`config.mk`:
```
export PLATFORM = sky130hd
export DESIGN_NAME = boost_pulse_timer
export DESIGN_NICKNAME = d
export VERILOG_FILES = /design/src/rtl/boost_timer_pkg.sv /design/src/rtl/boost_span_counter.sv /design/src/rtl/boost_mode_fsm.sv /design/src/rtl/boost_pulse_timer.sv
export SDC_FILE = /design/constraint.sdc
export NUM_CORES = 1
export LEC_CHECK = 0
export ABC_CLOCK_PERIOD_IN_PS = 9000
export BUFFER_PORTS_ARGS = -buffer_cell sky130_fd_sc_hd__buf_2
export CELL_PAD_IN_SITES_DETAIL_PLACEMENT = 2
export CELL_PAD_IN_SITES_GLOBAL_PLACEMENT = 2
export CORE_MARGIN = 8
export CORE_UTILIZATION = 31
export DETAILED_ROUTE_END_ITERATION = 10
export GPL_ROUTABILITY_DRIVEN = 0
export HOLD_SLACK_MARGIN = 0.02
export PLACE_DENSITY = 0.8
export REMOVE_ABC_BUFFERS = 1
export SYNTH_ARGS = -nofsm -noshare
export SYNTH_HDL_FRONTEND = slang
export SYNTH_SLANG_ARGS = --single-unit
```
`constraint.sdc`:
```
create_clock -name clk -period 9 [get_ports clk]
set_input_delay 0 -clock clk [delete_from_list [all_inputs] [get_ports clk]]
set_output_delay 0 -clock clk [all_outputs]
set_load 0.005 [all_outputs]
```
`src/rtl/boost_timer_pkg.sv`:
```
package boost_timer_pkg;

  typedef enum logic [1:0] {
    PH_IDLE = 2'd0,
    PH_ON   = 2'd1,
    PH_OFF  = 2'd2,
    PH_HOLD = 2'd3
  } phase_e;

  typedef enum logic [1:0] {
    SEL_PWM = 2'd0,
    SEL_PFM = 2'd1,
    SEL_OFF = 2'd2
  } len_sel_e;

endpackage

```
`src/rtl/boost_span_counter.sv`:
```
module boost_span_counter #(
  parameter int CNT_W = 8
) (
  input  logic             clk,
  input  logic             rst,
  input  logic             clr,
  input  logic             load,
  input  logic [CNT_W-1:0] load_val,
  output logic             expired
);

  localparam logic [CNT_W-1:0] ZERO = '0;
  localparam logic [CNT_W-1:0] ONE  = {{(CNT_W-1){1'b0}}, 1'b1};

  logic [CNT_W-1:0] cnt_q;

  // A length of N occupies N cycles: load N-1, run down to zero.
  always_ff @(posedge clk) begin
    if (rst || clr) begin
      cnt_q <= ZERO;
    end else if (load) begin
      cnt_q <= (load_val == ZERO) ? ZERO : load_val - ONE;
    end else if (cnt_q != ZERO) begin
      cnt_q <= cnt_q - ONE;
    end
  end

  assign expired = (cnt_q == ZERO);

  // Lengths 0 and 1 both end after a single cycle.
  assert_short_len_R10: assert property (@(posedge clk) disable iff (rst)
    (load && !clr && load_val <= ONE) |=> expired);

endmodule

```
`src/rtl/boost_mode_fsm.sv`:
```
module boost_mode_fsm
  import boost_timer_pkg::*;
(
  input  logic     clk,
  input  logic     rst,
  input  logic     en,
  input  logic     above_ref,
  input  logic     span_done,
  output phase_e   phase_q,
  output phase_e   phase_d,
  output logic     pfm_q,
  output logic     load,
  output len_sel_e sel
);

  logic pfm_d;

  always_comb begin
    phase_d = phase_q;
    pfm_d   = pfm_q;
    load    = 1'b0;
    sel     = SEL_PWM;
    if (!en) begin
      phase_d = PH_IDLE;
      pfm_d   = 1'b0;
    end else begin
      unique case (phase_q)
        PH_IDLE: begin
          phase_d = PH_ON;
          pfm_d   = 1'b0;
          load    = 1'b1;
          sel     = SEL_PWM;
        end
        PH_ON: begin
          if (span_done) begin
            phase_d = PH_OFF;
            load    = 1'b1;
            sel     = SEL_OFF;
          end
        end
        PH_OFF: begin
          // Mode decision: only at the last off cycle.
          if (span_done) begin
            if (above_ref) begin
              phase_d = PH_HOLD;
              pfm_d   = 1'b1;
            end else begin
              phase_d = PH_ON;
              pfm_d   = 1'b0;
              load    = 1'b1;
              sel     = SEL_PWM;
            end
          end
        end
        PH_HOLD: begin
          if (!above_ref) begin
            phase_d = PH_ON;
            load    = 1'b1;
            sel     = SEL_PFM;
          end
        end
        default: phase_d = PH_IDLE;
      endcase
    end
  end

  always_ff @(posedge clk) begin
    if (rst) begin
      phase_q <= PH_IDLE;
      pfm_q   <= 1'b0;
    end else begin
      phase_q <= phase_d;
      pfm_q   <= pfm_d;
    end
  end

  // Pulse-frequency mode is entered only out of an off-interval.
  assert_pfm_entry_R4: assert property (@(posedge clk) disable iff (rst)
    $rose(pfm_q) |-> $past(phase_q) == PH_OFF);

  // The off-interval can only be left through the mode decision.
  assert_off_exit_R9: assert property (@(posedge clk) disable iff (rst)
    (en && phase_q == PH_OFF && !span_done) |=> phase_q == PH_OFF);

endmodule

```
`src/rtl/boost_pulse_timer.sv`:
```
module boost_pulse_timer
  import boost_timer_pkg::*;
#(
  parameter int CNT_W = 8
) (
  input  logic             clk,
  input  logic             rst,
  input  logic             en,
  input  logic             above_ref,
  input  logic [CNT_W-1:0] on_len_pwm,
  input  logic [CNT_W-1:0] on_len_pfm,
  input  logic [CNT_W-1:0] off_len,
  output logic             sw_drive,
  output logic             pfm_mode
);

  phase_e           phase_q;
  phase_e           phase_d;
  logic             pfm_q;
  logic             load;
  len_sel_e         sel;
  logic             span_done;
  logic [CNT_W-1:0] len_mux;

  boost_mode_fsm u_fsm (
    .clk       (clk),
    .rst       (rst),
    .en        (en),
    .above_ref (above_ref),
    .span_done (span_done),
    .phase_q   (phase_q),
    .phase_d   (phase_d),
    .pfm_q     (pfm_q),
    .load      (load),
    .sel       (sel)
  );

  always_comb begin
    unique case (sel)
      SEL_PFM: len_mux = on_len_pfm;
      SEL_OFF: len_mux = off_len;
      default: len_mux = on_len_pwm;
    endcase
  end

  boost_span_counter #(.CNT_W(CNT_W)) u_span (
    .clk      (clk),
    .rst      (rst),
    .clr      (!en),
    .load     (load),
    .load_val (len_mux),
    .expired  (span_done)
  );

  // Registered gate drive, aligned with the phase register.
  always_ff @(posedge clk) begin
    if (rst) begin
      sw_drive <= 1'b0;
    end else begin
      sw_drive <= (phase_d == PH_ON);
    end
  end

  assign pfm_mode = pfm_q;

  assert_off_when_disabled_R1: assert property (@(posedge clk) disable iff (rst)
    !en |=> (!sw_drive && !pfm_mode));

  assert_enter_pfm_R4: assert property (@(posedge clk) disable iff (rst)
    (en && phase_q == PH_OFF && span_done && above_ref) |=> (pfm_mode && !sw_drive));

  assert_hold_low_R5: assert property (@(posedge clk) disable iff (rst)
    (en && pfm_mode && !sw_drive && above_ref) |=> !sw_drive);

  assert_pfm_fire_R6: assert property (@(posedge clk) disable iff (rst)
    (en && phase_q == PH_HOLD && !above_ref) |=> (sw_drive && pfm_mode));

  assert_back_to_pwm_R7: assert property (@(posedge clk) disable iff (rst)
    (en && phase_q == PH_OFF && span_done && !above_ref) |=> (sw_drive && !pfm_mode));

endmodule

```
==> metrics.md <==
| Metric | Value |
|---|---|
| Pre-CTS setup slack | 4.87 ns |
| Setup Skew | 0.000895 ns |
| Setup violations, final | 0 |
| Worst setup margin | about 4.8 ns |
| Reg2reg end | u_span.cnt_q[0]$_SDFFE_PP0P_ |
| Post-synth ARST share | 0% |
| Unique masters post-synth | 44 |
| Leakage | 0.000562 uW |
| Top cell by count, worst path | ha_1 |
| Post-Syn Area per Cell | 8.17 um2 |
| CP max stage delay | roughly 0.58 ns |
| Cts bufs inserted | 3 |
| Max Cap Viol | 0 |
| Synth-to-layout area growth | 16.8% |
| ANT nets after route | 0 |
| Clock transition at path regs | 0.07 ns |
| Crit. End Element | flip-flop |
| Crit path launch type | flip-flop |
| Core Rows | 21 |
| Slew margin rel. | around half |
| Critical path's top delay family | simple AND/OR/NAND/NOR gates |
| Final Hold Vio Count | 0 |
| Post-route DRC violation count | 0 |
| Total gr overflow | 0 |
| Die Wd | 75.2 um |
| Total track usage | 13.5% |
| Layout cells sized above 1 | 26.3% |
| Post-synth EDFFs | 0 |
| Routed vias/inst | ~5.3 |
| Worst Path Arrival | 4.34 ns |
| Sink Count | 12 |
| Post-Route Setup TNS | 0 ns |
| Post-CTS Setup Bufs | 0 |
| Gate power share | 50.1% |
| Worst slew pin tran | 0.753 ns |
| Sw power | 84.5 uW |
| Critical setup path kind | reg -> reg |
| Final HPWL DP | 3010 um |
| Global-route wire length before repair | 5870 um |
| Ports | 30 |
| Post-synthesis sequential area ratio | 22.1% |
| H-tree depth | 1 |
| Worst reg2reg setup slack | a little under 5 ns |
| Cells after Synth | 133 |
| Met1 Usage GRT | between 10 and 15% |
| Core ar. | 0.00336 mm2 |
| Main synth FF type | dfxtp_1 |
| Worst hold slack | 0.0513 ns |
| Status | finished, final reports clean |
| Worst Setup EP | u_span.cnt_q[0]$_SDFFE_PP0P_ |
| Fin crit share | 46.3% |
| GR Util met2 | 24.8% |
| FF-to-FF Start | u_span.cnt_q[2]$_SDFFE_PP0P_ |
| TritonRoute pass-1 iters | 2 |
| Slowest cell on the critical path | or4_4 |
| Diodes inserted | 0 |
| Worst-path cell chain | or4_4, or3_1, nor2_1, nand3_1, ha_1, a221oi_1, or2_1, ha_1, o21ai_0, or4_1, and3_1, o221a_1 |
| GR Layer Usage met3 | under 10% |
| Drt first-iter violations | 72 |
| Initial Util | 32.3% |
| Critical path depth | 12 |
| Sequential share of power | 33.1% |
| WP buf/inv | 0 |
| Fmax | 0.240 GHz |
| Clk root buf | clkbuf_4 |
| Most used routing layer | met2 |
| Final period demand of the worst path | 4.16 ns |
| CP Launch Point | u_span.cnt_q[2]$_SDFFE_PP0P_ |
| Clock power share | 16.8% |
| Initial antenna violation count | 0 |
| Die footprint | 0.00565 mm2 |
| Internal power | approximately 120 uW |
| Max Slew Vio Count | 0 |
| Reg2Reg Depth | 12 |
| Post-Syn Area | between 0.001 and 0.0015 mm2 |
| Clk_lat worst skew | 0.28 ns |
| Vias in the first global route | 1253 |
| Max clock buf depth | 2 |
| # resized after CTS | 0 |
| CP Data Required Time | ~9.2 ns |
| YS warnings | 0 |
| Number of hold buffers added after CTS | 0 |
| # port buffers | 29 |
| Peak VDD IR | 0.0362 mV |
| Vias | between 1k and 1.5k |
| Routed WL | 3460 um |
| Final nets | between 150 and 200 |
| Flops & latches, synth | 12 |
| Chip Height | 75.2 um |
| RSZ-0062 raised after global routing | false |
| Net Sw Frac | between 40% and 50% |
| PwrDens | 160 mW/mm2 |
| Drt wl/cell | 16.8 um |
| Max FO, Critical Path | 16 |
| CTS tree | yes |
| Worst Hold Class | in -> reg |
| Largest net degree at the start of global routing | 17 |
## how the worst min path moves through the flow
stage | from | end | slack [ns] | depth (start not counted)
6_report | rst | u_span.cnt_q[1]$_SDFFE_PP0P_ | 0.05 | 4
5_1_grt | rst | u_span.cnt_q[1]$_SDFFE_PP0P_ | 0.05 | 4
4_1_cts | rst | u_span.cnt_q[1]$_SDFFE_PP0P_ | 0.04 | 4
3_5_place_dp | rst | u_span.cnt_q[0]$_SDFFE_PP0P_ | 0.34 | 3
3_3_place_gp | above_ref | u_fsm.pfm_q$_SDFFE_PP0P_ | 0.31 | 3
2_1_floorplan | above_ref | u_fsm.pfm_q$_SDFFE_PP0P_ | 0.17 | 2
## power groups by stage
stage | Sequential [uW] | Clock [uW] | Combinational, uW
2_1_floorplan | 66.1 | 0 | 74.6
3_3_place_gp | 67.8 | 0 | 97.8
3_5_place_dp | 68.9 | 0 | 102
4_1_cts | 67.5 | 35.1 | 103
5_1_grt | 68.5 | 38.1 | 115
6_report | 67.4 | 34.2 | 102
## cells by family (layout without fill, tap and decap cells)
| group | Yosys count | count (layout) | synth area share, % |
|---|---|---|---|
| and+or+nand+nor | 55 | 55 | 28.0 |
| AOI/OAI and AO/OA | 38 | 38 | 28.1 |
| DFF | 12 | 12 | 22.1 |
| xor gates and xnor gates | 11 | 11 | 8.87 |
| buffers and inverters | 11 | 38 | 5.99 |
| adders and majority gates | 6 | 6 | 6.91 |
## metal layers
layer | wire (um) | part of all wire, %
met1 | 1500 | 43
met2 | 1770 | 51
met4 | 52 | 1.5
met5 | 0 | 0
met3 | 141 | 4.1
## synth_stat cells (2+ instances only)
cell	count	area, um2
dfxtp_1	12	240
nand2_1	12	45.0
nor2b_1	8	50.1
xnor2_1	8	70.1
a21oi_1	7	35.0
nor2_1	7	26.3
ha_1	6	75.1
inv_1	6	22.5
nor3_1	5	25.0
a221oi_1	4	35.0
a221oi_2	4	60.1
o21ai_0	4	20.0
buf_6	3	33.8
o211ai_1	3	22.5
o22ai_1	3	18.8
or3_1	3	18.8
xor2_1	3	26.3
and2_1	2	12.5
and3_1	2	12.5
nand2b_1	2	12.5
nand3_1	2	10.0
nor4_1	2	12.5
o32ai_1	2	17.5
or2_1	2	12.5
or2_2	2	12.5
## flip-flops by register name (all words and copies together), names as in the netlist
name           flops
u_span.cnt_q       8
u_fsm.phase_q      2
sw_drive           1
u_fsm.pfm_q        1
## cell type report
cell class	instances	area, um2
clock buffers	3	22.5
fillers	434	2090
inverters	6	22.5
multi-input cells	110	781
flip-flops and latches	12	240
well taps	46	57.6
repair buffers	29	145
## worst register-to-register path, stage by stage, from the launching register on
cell      delay, ns
dfxtp_1        0.35
or4_4          0.58
or3_1          0.47
nor2_1         0.24
nand3_1        0.13
ha_1           0.48
a221oi_1       0.44
or2_1          0.19
ha_1           0.14
o21ai_0        0.06
or4_1          0.53
and3_1         0.24
o221a_1        0.22
## cell usage in the layout (no fill, tap or decap), types with 2 or more instances in the layout
| master | instances |
|---|---|
| nor4_1 | 2 |
| a221oi_1 | 4 |
| and2_1 | 2 |
| nor2_1 | 7 |
| o22ai_1 | 3 |
| o211ai_1 | 3 |
| or2_2 | 2 |
| nand2_1 | 12 |
| o32ai_1 | 2 |
| or2_1 | 2 |
| or3_1 | 3 |
| nor2b_1 | 8 |
| nor3_1 | 5 |
| clkbuf_4 | 3 |
| o21ai_0 | 4 |
| nand3_1 | 2 |
| dfxtp_1 | 12 |
| and3_1 | 2 |
| ha_1 | 6 |
| a221oi_2 | 4 |
| nand2b_1 | 2 |
| xor2_1 | 3 |
| a21oi_1 | 7 |
| buf_2 | 29 |
| xnor2_1 | 8 |
| inv_1 | 6 |
## metrics by stage
step / utilization (%) / total power (uW) / area (um2) / instances
final: 37.7 / 203 / 1270 / 206
after global routing: 37.7 / 222 / 1270 / 206
after CTS: 37.7 / 206 / 1270 / 206
after detailed placement: 37.1 / 171 / 1250 / 203
after global placement: 37.1 / 166 / 1250 / 203
after floorplan: - / 141 / 1040 / 128
(Power assumes the default switching activity.)
